--- src/rtl/cring_pkg.sv ---
package cring_pkg;

  localparam int ENTRY_SHIFT = 3;
  localparam int TAIL_OFS    = 4;

  typedef enum logic [2:0] {
    ST_IDLE,
    ST_PROBE,
    ST_TAKE,
    ST_TAIL,
    ST_HEAD
  } post_state_t;

  typedef struct packed {
    logic [15:0] id;
    logic [7:0]  status;
    logic [7:0]  sense;
    logic [31:0] residue;
  } cpl_rec_t;

  function automatic logic [31:0] head_word(input cpl_rec_t r);
    return {r.sense, r.status, r.id};
  endfunction

endpackage

--- src/rtl/cring_slot_ptr.sv ---
module cring_slot_ptr #(
  parameter int SLOT_W = 9
) (
  input  logic              clk,
  input  logic              rst_n,
  input  logic              advance,
  input  logic [SLOT_W-1:0] cfg_slots,
  output logic [SLOT_W-1:0] ptr
);

  logic [SLOT_W-1:0] ptr_q, ptr_d;
  logic              at_last;

  assign at_last = (ptr_q == (cfg_slots - SLOT_W'(1)));

  always_comb begin
    ptr_d = ptr_q;
    if (advance) begin
      if (at_last) ptr_d = '0;
      else         ptr_d = ptr_q + SLOT_W'(1);
    end
  end

  always_ff @(posedge clk or negedge rst_n) begin
    if (!rst_n)       ptr_q <= '0;
    else if (advance) ptr_q <= ptr_d;
  end

  assign ptr = ptr_q;

  // the pointer only moves on a post, by one step or back to zero
  assert_ptr_step_R6: assert property (@(posedge clk) disable iff (!rst_n)
    (ptr_q != $past(ptr_q)) |->
      ($past(advance) && ((ptr_q == $past(ptr_q) + SLOT_W'(1)) || (ptr_q == '0))));

endmodule

--- src/rtl/cring_post_fsm.sv ---
module cring_post_fsm
  import cring_pkg::*;
#(
  parameter int AW = 32
) (
  input  logic          clk,
  input  logic          rst_n,
  input  logic          cpl_valid,
  input  cpl_rec_t      cpl_rec,
  output logic          cpl_ready,
  input  logic [AW-1:0] slot_addr,
  output logic          mem_req,
  output logic          mem_we,
  output logic [AW-1:0] mem_addr,
  output logic [31:0]   mem_wdata,
  input  logic          mem_ack,
  input  logic [31:0]   mem_rdata,
  output logic          posted
);

  post_state_t state_q, state_d;
  cpl_rec_t    rec_q, rec_d;
  logic        rec_en;

  always_comb begin
    state_d = state_q;
    rec_en  = 1'b0;
    rec_d   = cpl_rec;
    unique case (state_q)
      ST_IDLE:  if (cpl_valid) state_d = ST_PROBE;
      ST_PROBE: if (mem_ack) state_d = (mem_rdata == '0) ? ST_TAKE : ST_PROBE;
      ST_TAKE: begin
        if (cpl_valid) begin
          rec_en  = 1'b1;
          state_d = ST_TAIL;
        end else begin
          state_d = ST_IDLE;
        end
      end
      ST_TAIL:  if (mem_ack) state_d = ST_HEAD;
      ST_HEAD:  if (mem_ack) state_d = ST_IDLE;
      default:  state_d = ST_IDLE;
    endcase
  end

  always_ff @(posedge clk or negedge rst_n) begin
    if (!rst_n) state_q <= ST_IDLE;
    else        state_q <= state_d;
  end

  always_ff @(posedge clk or negedge rst_n) begin
    if (!rst_n)      rec_q <= '0;
    else if (rec_en) rec_q <= rec_d;
  end

  always_comb begin
    mem_req   = (state_q == ST_PROBE) || (state_q == ST_TAIL) || (state_q == ST_HEAD);
    mem_we    = (state_q == ST_TAIL) || (state_q == ST_HEAD);
    mem_addr  = (state_q == ST_TAIL) ? (slot_addr + AW'(TAIL_OFS)) : slot_addr;
    mem_wdata = (state_q == ST_TAIL) ? rec_q.residue : head_word(rec_q);
  end

  assign cpl_ready = (state_q == ST_TAKE);
  assign posted    = (state_q == ST_HEAD) && mem_ack;

  // a pending request is held unchanged until acknowledged
  assert_req_hold_R9: assert property (@(posedge clk) disable iff (!rst_n)
    (mem_req && !mem_ack) |=>
      (mem_req && $stable(mem_addr) && $stable(mem_we) && $stable(mem_wdata)));

  // acceptance only right after a zero head-word read
  assert_accept_after_free_R4: assert property (@(posedge clk) disable iff (!rst_n)
    cpl_ready |-> $past(mem_req && mem_ack && !mem_we && (mem_rdata == '0)));

  // an occupied slot never leads to acceptance or a write next cycle
  assert_full_stall_R5: assert property (@(posedge clk) disable iff (!rst_n)
    (mem_req && mem_ack && !mem_we && (mem_rdata != '0)) |=> (!cpl_ready && !mem_we));

  // the head-word write immediately follows the residue write
  assert_head_after_tail_R3: assert property (@(posedge clk) disable iff (!rst_n)
    (mem_req && mem_we && mem_ack && (mem_addr == slot_addr + AW'(TAIL_OFS))) |=>
      (mem_req && mem_we && (mem_addr == slot_addr)));

endmodule

--- src/rtl/cring_evt.sv ---
module cring_evt (
  input  logic clk,
  input  logic rst_n,
  input  logic set,
  input  logic ack,
  output logic avail
);

  logic avail_q, avail_d;

  always_comb begin
    avail_d = avail_q;
    if (ack) avail_d = 1'b0;
    if (set) avail_d = 1'b1;
  end

  always_ff @(posedge clk or negedge rst_n) begin
    if (!rst_n) avail_q <= 1'b0;
    else        avail_q <= avail_d;
  end

  assign avail = avail_q;

  // sticky without an acknowledge
  assert_evt_sticky_R7: assert property (@(posedge clk) disable iff (!rst_n)
    (avail_q && !ack) |=> avail_q);

  // a post wins over a simultaneous acknowledge
  assert_evt_set_wins_R8: assert property (@(posedge clk) disable iff (!rst_n)
    set |=> avail_q);

  // a lone acknowledge clears
  assert_evt_clear_R10: assert property (@(posedge clk) disable iff (!rst_n)
    (ack && !set) |=> !avail_q);

endmodule

--- src/rtl/cring_status_writer.sv ---
module cring_status_writer
  import cring_pkg::*;
#(
  parameter int AW        = 32,
  parameter int MAX_SLOTS = 256,
  parameter int SLOT_W    = $clog2(MAX_SLOTS + 1)
) (
  input  logic              clk,
  input  logic              rst_n,
  input  logic [AW-1:0]     cfg_base,
  input  logic [SLOT_W-1:0] cfg_slots,
  input  logic              cpl_valid,
  output logic              cpl_ready,
  input  logic [15:0]       cpl_id,
  input  logic [7:0]        cpl_status,
  input  logic [7:0]        cpl_sense,
  input  logic [31:0]       cpl_residue,
  output logic              mem_req,
  output logic              mem_we,
  output logic [AW-1:0]     mem_addr,
  output logic [31:0]       mem_wdata,
  input  logic              mem_ack,
  input  logic [31:0]       mem_rdata,
  output logic              stat_avail,
  input  logic              stat_ack
);

  logic [SLOT_W-1:0] ptr;
  logic [AW-1:0]     slot_addr;
  logic              posted;
  cpl_rec_t          rec_in;

  assign rec_in    = '{id: cpl_id, status: cpl_status, sense: cpl_sense, residue: cpl_residue};
  assign slot_addr = cfg_base + (AW'(ptr) << ENTRY_SHIFT);

  cring_slot_ptr #(.SLOT_W(SLOT_W)) u_ptr (
    .clk       (clk),
    .rst_n     (rst_n),
    .advance   (posted),
    .cfg_slots (cfg_slots),
    .ptr       (ptr)
  );

  cring_post_fsm #(.AW(AW)) u_fsm (
    .clk       (clk),
    .rst_n     (rst_n),
    .cpl_valid (cpl_valid),
    .cpl_rec   (rec_in),
    .cpl_ready (cpl_ready),
    .slot_addr (slot_addr),
    .mem_req   (mem_req),
    .mem_we    (mem_we),
    .mem_addr  (mem_addr),
    .mem_wdata (mem_wdata),
    .mem_ack   (mem_ack),
    .mem_rdata (mem_rdata),
    .posted    (posted)
  );

  cring_evt u_evt (
    .clk   (clk),
    .rst_n (rst_n),
    .set   (posted),
    .ack   (stat_ack),
    .avail (stat_avail)
  );

  // the target slot always lies inside the configured ring
  assert_slot_in_ring_R6: assert property (@(posedge clk) disable iff (!rst_n)
    (cfg_slots != '0) |-> (ptr < cfg_slots));

  // a head-word write always carries a nonzero identifier
  assert_head_valid_R2: assert property (@(posedge clk) disable iff (!rst_n)
    (mem_req && mem_we && (mem_addr == slot_addr)) |-> (mem_wdata[15:0] != '0));

endmodule

--- config.mk ---
export PLATFORM = sky130hd
export DESIGN_NAME = cring_status_writer
export DESIGN_NICKNAME = d
export VERILOG_FILES = /design/src/rtl/cring_pkg.sv /design/src/rtl/cring_slot_ptr.sv /design/src/rtl/cring_post_fsm.sv /design/src/rtl/cring_evt.sv /design/src/rtl/cring_status_writer.sv
export SDC_FILE = /design/constraint.sdc
export NUM_CORES = 1
export LEC_CHECK = 0
export BUFFER_PORTS_ARGS = -buffer_cell sky130_fd_sc_hd__buf_2
export CAP_MARGIN = 20
export CELL_PAD_IN_SITES_DETAIL_PLACEMENT = 1
export CELL_PAD_IN_SITES_GLOBAL_PLACEMENT = 1
export CORE_UTILIZATION = 36
export DETAILED_ROUTE_END_ITERATION = 7
export PLACE_DENSITY = 0.79
export SYNTH_ARGS = -nofsm -noshare
export SYNTH_HDL_FRONTEND = slang
export SYNTH_SLANG_ARGS = --single-unit
export TNS_END_PERCENT = 5
--- constraint.sdc ---
create_clock -name clk -period 4.6 [get_ports clk]
set_clock_uncertainty 0.1 [all_clocks]
set_input_delay 0.92 -clock clk [delete_from_list [all_inputs] [get_ports clk]]
set_output_delay 0.92 -clock clk [all_outputs]
set_load 0.01 [all_outputs]
# == Word-level counts from Yosys, hierarchy flattened ==
# Cells that the tools add are included.
# totals
regBits,77
input_bits,142
out_inout_bits,68
word_cells,42
# op_classes
n_addsub,4
n_eq_ne,9
muxes,14
reduce_logical,8
# ops
operator,count
32-bit 2-to-1 mux,2
32-bit by 12-bit adder with 32-bit output,1
32-bit by 3-bit adder with 32-bit output (second input constant),1
32-bit zero test,1
3-bit case mux with 5 select lines,1
3-bit 2-to-1 mux,4
9-bit by 1-bit adder with 9-bit output (second input constant),1
9-bit equality test,1
9-bit 2-to-1 mux,1
9-bit by 1-bit subtractor with 9-bit output (second input constant),1
2-bit inequality test (second input constant),4
3-bit by 2-bit equality test with 1-bit output (second input constant),2
1-bit 2-to-1 mux,4
2-bit 2-to-1 mux,2
4-bit AND reduction,1
3-bit by 1-bit equality test with 1-bit output (second input constant),1
3-bit equality test (second input constant),1
3-bit zero test,1
1-bit logical OR,3
2-bit nonzero test,1
1-bit logical AND,1

# == Depth between registers and ports, before layout ==
# depth
ltp_word,4
ltp_mapped,11
ltp_nobuf,11

# == By module ==
# A second synthesis with hierarchy kept.
# unflattened
cells_unflattened,582
area_unflattened_um2,5429.0
# modules_own_cells
mod,n_inst,cells_per_inst,area_each_um2,seq_area_each_um2
cring_post_fsm,1,371,3733.6,1676.6
cring_status_writer,1,108,844.6,0.0
cring_slot_ptr,1,100,814.5,225.2
cring_evt,1,3,36.3,25.0

# == Least setup slack after synthesis ==
# Ideal clock, no wire load.
# synth_timing
path_kind,input port to output port
from,in cfg_base[3]
to,out mem_addr[28]
t_arrival_ns,3.534
t_required_ns,3.580
setup_slack_ns,0.046
path_stages,11
path_buffers,0
path_cell_list,ha_1 -> fa_1 -> nand3_2 -> a21oi_1 -> or2_2 -> xor2_1 -> nand3_1 -> a2111oi_4 -> and3_4 -> nand4_1 -> xnor2_1
# synth_via
elab_chain_len,3
# synth_lines
item,line,source
"start, declared",cring_status_writer.sv:10,"input logic [AW-1:0] cfg_base,"
32-bit by 12-bit adder with 32-bit output *,cring_status_writer.sv:34,assign slot_addr = cfg_base + (AW'(ptr) << ENTRY_SHIFT);
32-bit by 3-bit adder with 32-bit output,cring_post_fsm.sv:59,mem_addr = (state_q == ST_TAIL) ? (slot_addr + AW'(TAIL_OFS)) : slot_addr;
32-bit 2-to-1 mux *,cring_post_fsm.sv:59,
"end, declared",cring_status_writer.sv:20,"output logic [AW-1:0] mem_addr,"
# Mark *: on every way between the ends. The rest lies on a longest branch, timed or not.

# == Final worst setup path ==
# layout_timing
from,in cfg_base[3]
to,out mem_addr[25]
# Same word-level chain as after synthesis.

==> impl_metrics.yaml <==
status:
  status: "complete, but fails checks"
  violations: "design-rule violations, negative setup slack"
critical_path:
  critPathMaxStageDelay_ns: 0.48
  arrival_ns: 3.76
  crit_path_end_kind: "output pin"
  required_ns: 3.58
  path_max_fanout: 6
  crit_chain: "buf_6 > ha_4 > fa_2 > nand3_2 > a211o_1 > nand3b_4 > a211oi_4 > a32oi_2 > a2111oi_4 > nand4_2 > buf_4 > buf_4 > xnor2_1 > buf_2"
  crit_family: "compound AO/OA/AOI/OAI gates"
  crit_slowest_cell: "a2111oi_4"
  r2r_cells: 5
  cp_num_cells: 14
  cp_num_buf_inv: 4
  crit_type: "in2out"
  crit_top_cell: "buf_4"
  startpoint_type: "input pin"
hold_path:
  whs_path_depth: 1
  hold_class: "reg2reg"
job:
  max-cap-violations: 0
placed_design:
  port_buffers: 205
  placed_cells: 1012
  gp_routability_congestion: 0.9010
  dp_hpwl_mm: 13.77
die:
  die_area_um2: 15630
  die_w_um: 125.0
  die_y_um: 125.0
  core_area_um2: 14640
  start_util: 0.3720
  rows: 44
  num_io_pins: 210
yosys:
  synth_fp_nets: 749
  synth.cell_area_um2: 5448
  synth.avg_cell_area_um2: 9.171
  synth_area_leaders: "dfrtp_1 (35%), mux2_2 (13%), nand2_1 (8.9%), xnor2_1 (7.1%), xor2_1 (3.2%)"
  ys.warnings.count: 0
  synth_top_area_share: 0.3537
  synth_edf_count: 0
  synth_ff_type: "dfrtp_1"
  ys_seq_elements: 77
  synthCells: 594
  async_flop_share: 1.000
  yosysSeqAreaShare: 0.3537
  yosys.area.top_type: "dfrtp_1"
  ys_types: 66
clocking:
  clockRootBuffer: "clkbuf_16"
  insertion_delay_ns: 0.33
  cts_tree: "built"
  h-tree-depth: 3
  clock_path_buffers: 2
  clock-sinks: 77
  numCtsBuffers: 9
  clk_pin_slew_ns: 0.06
sta:
  rsz0062_at_grt: "true"
  hold_viol: 0
  slew_violations: 0
  max_slew_margin: 0.3535
  setup_slack_ns: -0.1808
  setup_violations: 10
  worst_pin_slew_ns: 0.9698
  fin_tns_setup_ns: -1.105
  period_minus_slack_ns: 4.781
  period_share: 1.039
  timing.fmax_ghz: 0.2092
final_layout:
  fin_cells: 1036
  nFillCells: 1766
  diodes: 0
  area_delta_synth_final_pct: 38.01
  multi_input_area_um2: 3555
  drive_gt1_frac: 0.4636
  fin_nets: 1002
  regArea_um2: 1927
detailed_routing:
  via_per_inst: 5.298
  dr.pass1.iters: 6
  antenna_left: 0
  drcViolationCount: 20
  wl_mm: 18.44
  wl_per_cell_um: 17.80
  first_iter_violations: 187
  vias: 5489
power_and_ir_drop:
  powerDensity_nw_per_um2: 211.6
  ir_worst_vdd_v: 0.0002009
  p_leak_uw: 0.003810
  fin_total_pwr_uw: 1591
global_routing:
  overflow: 0
  antenna_found_initial: 0
  grt_usage: 0.2341
  grt_start_max_net_pins: 78
  grt_first_pass_wirelength_mm: 29.64
  grt_pass1_vias: 5957
## registers in the layout (all words and copies together) (netlist names)
name           cells
u_evt.avail        1
u_fsm.rec_q       64
u_fsm.state_q      3
u_ptr.ptr          9
## per-stage QoR
| step | utilization | setup WS, ns | hold WS (ns) | instance area (µm²) |
|---|---|---|---|---|
| finish | 0.5134 | -0.1808 | 0.4070 | 7518 |
| global route | 0.5134 | -0.2773 | 0.4208 | 7518 |
| CTS | 0.5078 | -0.1034 | 0.4103 | 7436 |
| detailed placement | 0.4774 | -0.2604 | 0.3955 | 6990 |
| global placement | 0.4774 | -0.1459 | 0.3895 | 6990 |
| floorplan | - | 0.04567 | 0.3763 | 5448 |
## cell usage in the layout (no fill, tap or decap), types with 5 or more instances in the layout
cell type / count
a21o_1: 5
a21oi_1: 10
a31oi_1: 5
and3_1: 5
buf_2: 203
buf_4: 61
clkbuf_16: 9
dfrtp_1: 77
ha_1: 6
ha_4: 5
inv_1: 14
mux2_2: 64
nand2_1: 129
nand3_1: 16
nand4_1: 14
nor2_1: 34
nor2b_1: 5
nor3_1: 11
nor4_1: 11
o21ai_0: 14
xnor2_1: 44
xor2_1: 20
## kinds of logic (layout without fill, tap and decap cells)
kind of cell	count (synthesis)	in the layout	synth area share
DFF	77	77	0.3537
and+or+nand+nor	267	267	0.2409
buffers and inverters	37	295	0.02940
AOI/OAI and AO/OA	72	72	0.1096
xor gates and xnor gates	64	64	0.1029
adders and majority gates	13	13	0.03124
muxes	64	64	0.1323
## synth_stat cells (2+ instances only)
cell       number
nor2_1         34
inv_1          14
buf_4           3
nor3_1         13
nand2b_1        4
ha_1           12
o22ai_1         2
nand2_1       129
a31oi_1         5
buf_2           2
o21ai_1         2
o211ai_1        2
and3_1          5
xnor2_1        44
and4_1          2
or2_2           3
mux2_2         64
a21oi_1        13
o31ai_1         4
and3b_1         2
nor4_1         11
nand4_1        14
a2111oi_4       2
a21o_1          6
a211o_1         2
nor2b_1         7
nand3_1        18
nand3b_1        2
a211oi_1        4
clkbuf_1       15
o21ai_0        14
and3_4          2
and2_1          3
or3_1           4
dfrtp_1        77
buf_1           2
nor3b_1         4
xor2_1         20
## final timing paths
check / start / endpoint / slack [ns]
worst min-delay path: u_fsm.rec_q[47]$_DFFE_PN0P_ / u_fsm.rec_q[47]$_DFFE_PN0P_ / 0.41
worst max-delay path: cfg_base[3] / mem_addr[25] / -0.18
worst max register to register: u_fsm.state_q[2]$_DFFE_PN0P_ / u_fsm.rec_q[26]$_DFFE_PN0P_ / 2.23
min in group asynchronous: rst_n / u_fsm.rec_q[56]$_DFFE_PN0P_ / 0.63
worst min register to register: u_fsm.rec_q[47]$_DFFE_PN0P_ / u_fsm.rec_q[47]$_DFFE_PN0P_ / 0.41
max in group asynchronous: rst_n / u_ptr.ptr[5]$_DFFE_PN0P_ / 3.13
## where the power goes
group | switching [µW] | total [µW] | internal (µW)
clock | 283 | 649 | 367
sequential | 5.23 | 685 | 680
combinational | 136 | 257 | 121
## worst reg2reg max path, cell delays in order, from the launching register on
cell and delay, ns:
dfrtp_1 0.44, nand2b_1 0.20, nor2_1 0.13, and2_2 0.27, buf_4 0.63, mux2_2 0.47
## timing repair
action                     in CTS  in global routing
setup endpoints to repair      12                 14
hold buffers                    0                  0
pin swaps                      11                 14
gates resized for setup        25                  9
buffers inserted                3                  5
## metal layers
metal | routed length, µm | vias up | part of all wire | global-route usage
li1 | - | 2586 | - | -
met1 | 7422 | 2709 | 0.40 | 0.2689
met2 | 9569 | 166 | 0.52 | 0.4308
met3 | 1182 | 28 | 0.064 | 0.05605
met4 | 263 | 0 | 0.014 | 0.06600
met5 | 0 | - | 0 | 0
## cell type report
cell class | instances | share of cell area
Multi-Input combinational cell | 480 | 0.4728
Timing Repair Buffer | 265 | 0.1975
Clock inverter | 5 | 0.004826
Sequential cell | 77 | 0.2563
Inverter | 14 | 0.006990
Clock buffer | 11 | 0.03095
Tap cell | 184 | 0.03062
Note: power is estimated with default switching activity, not from simulation.
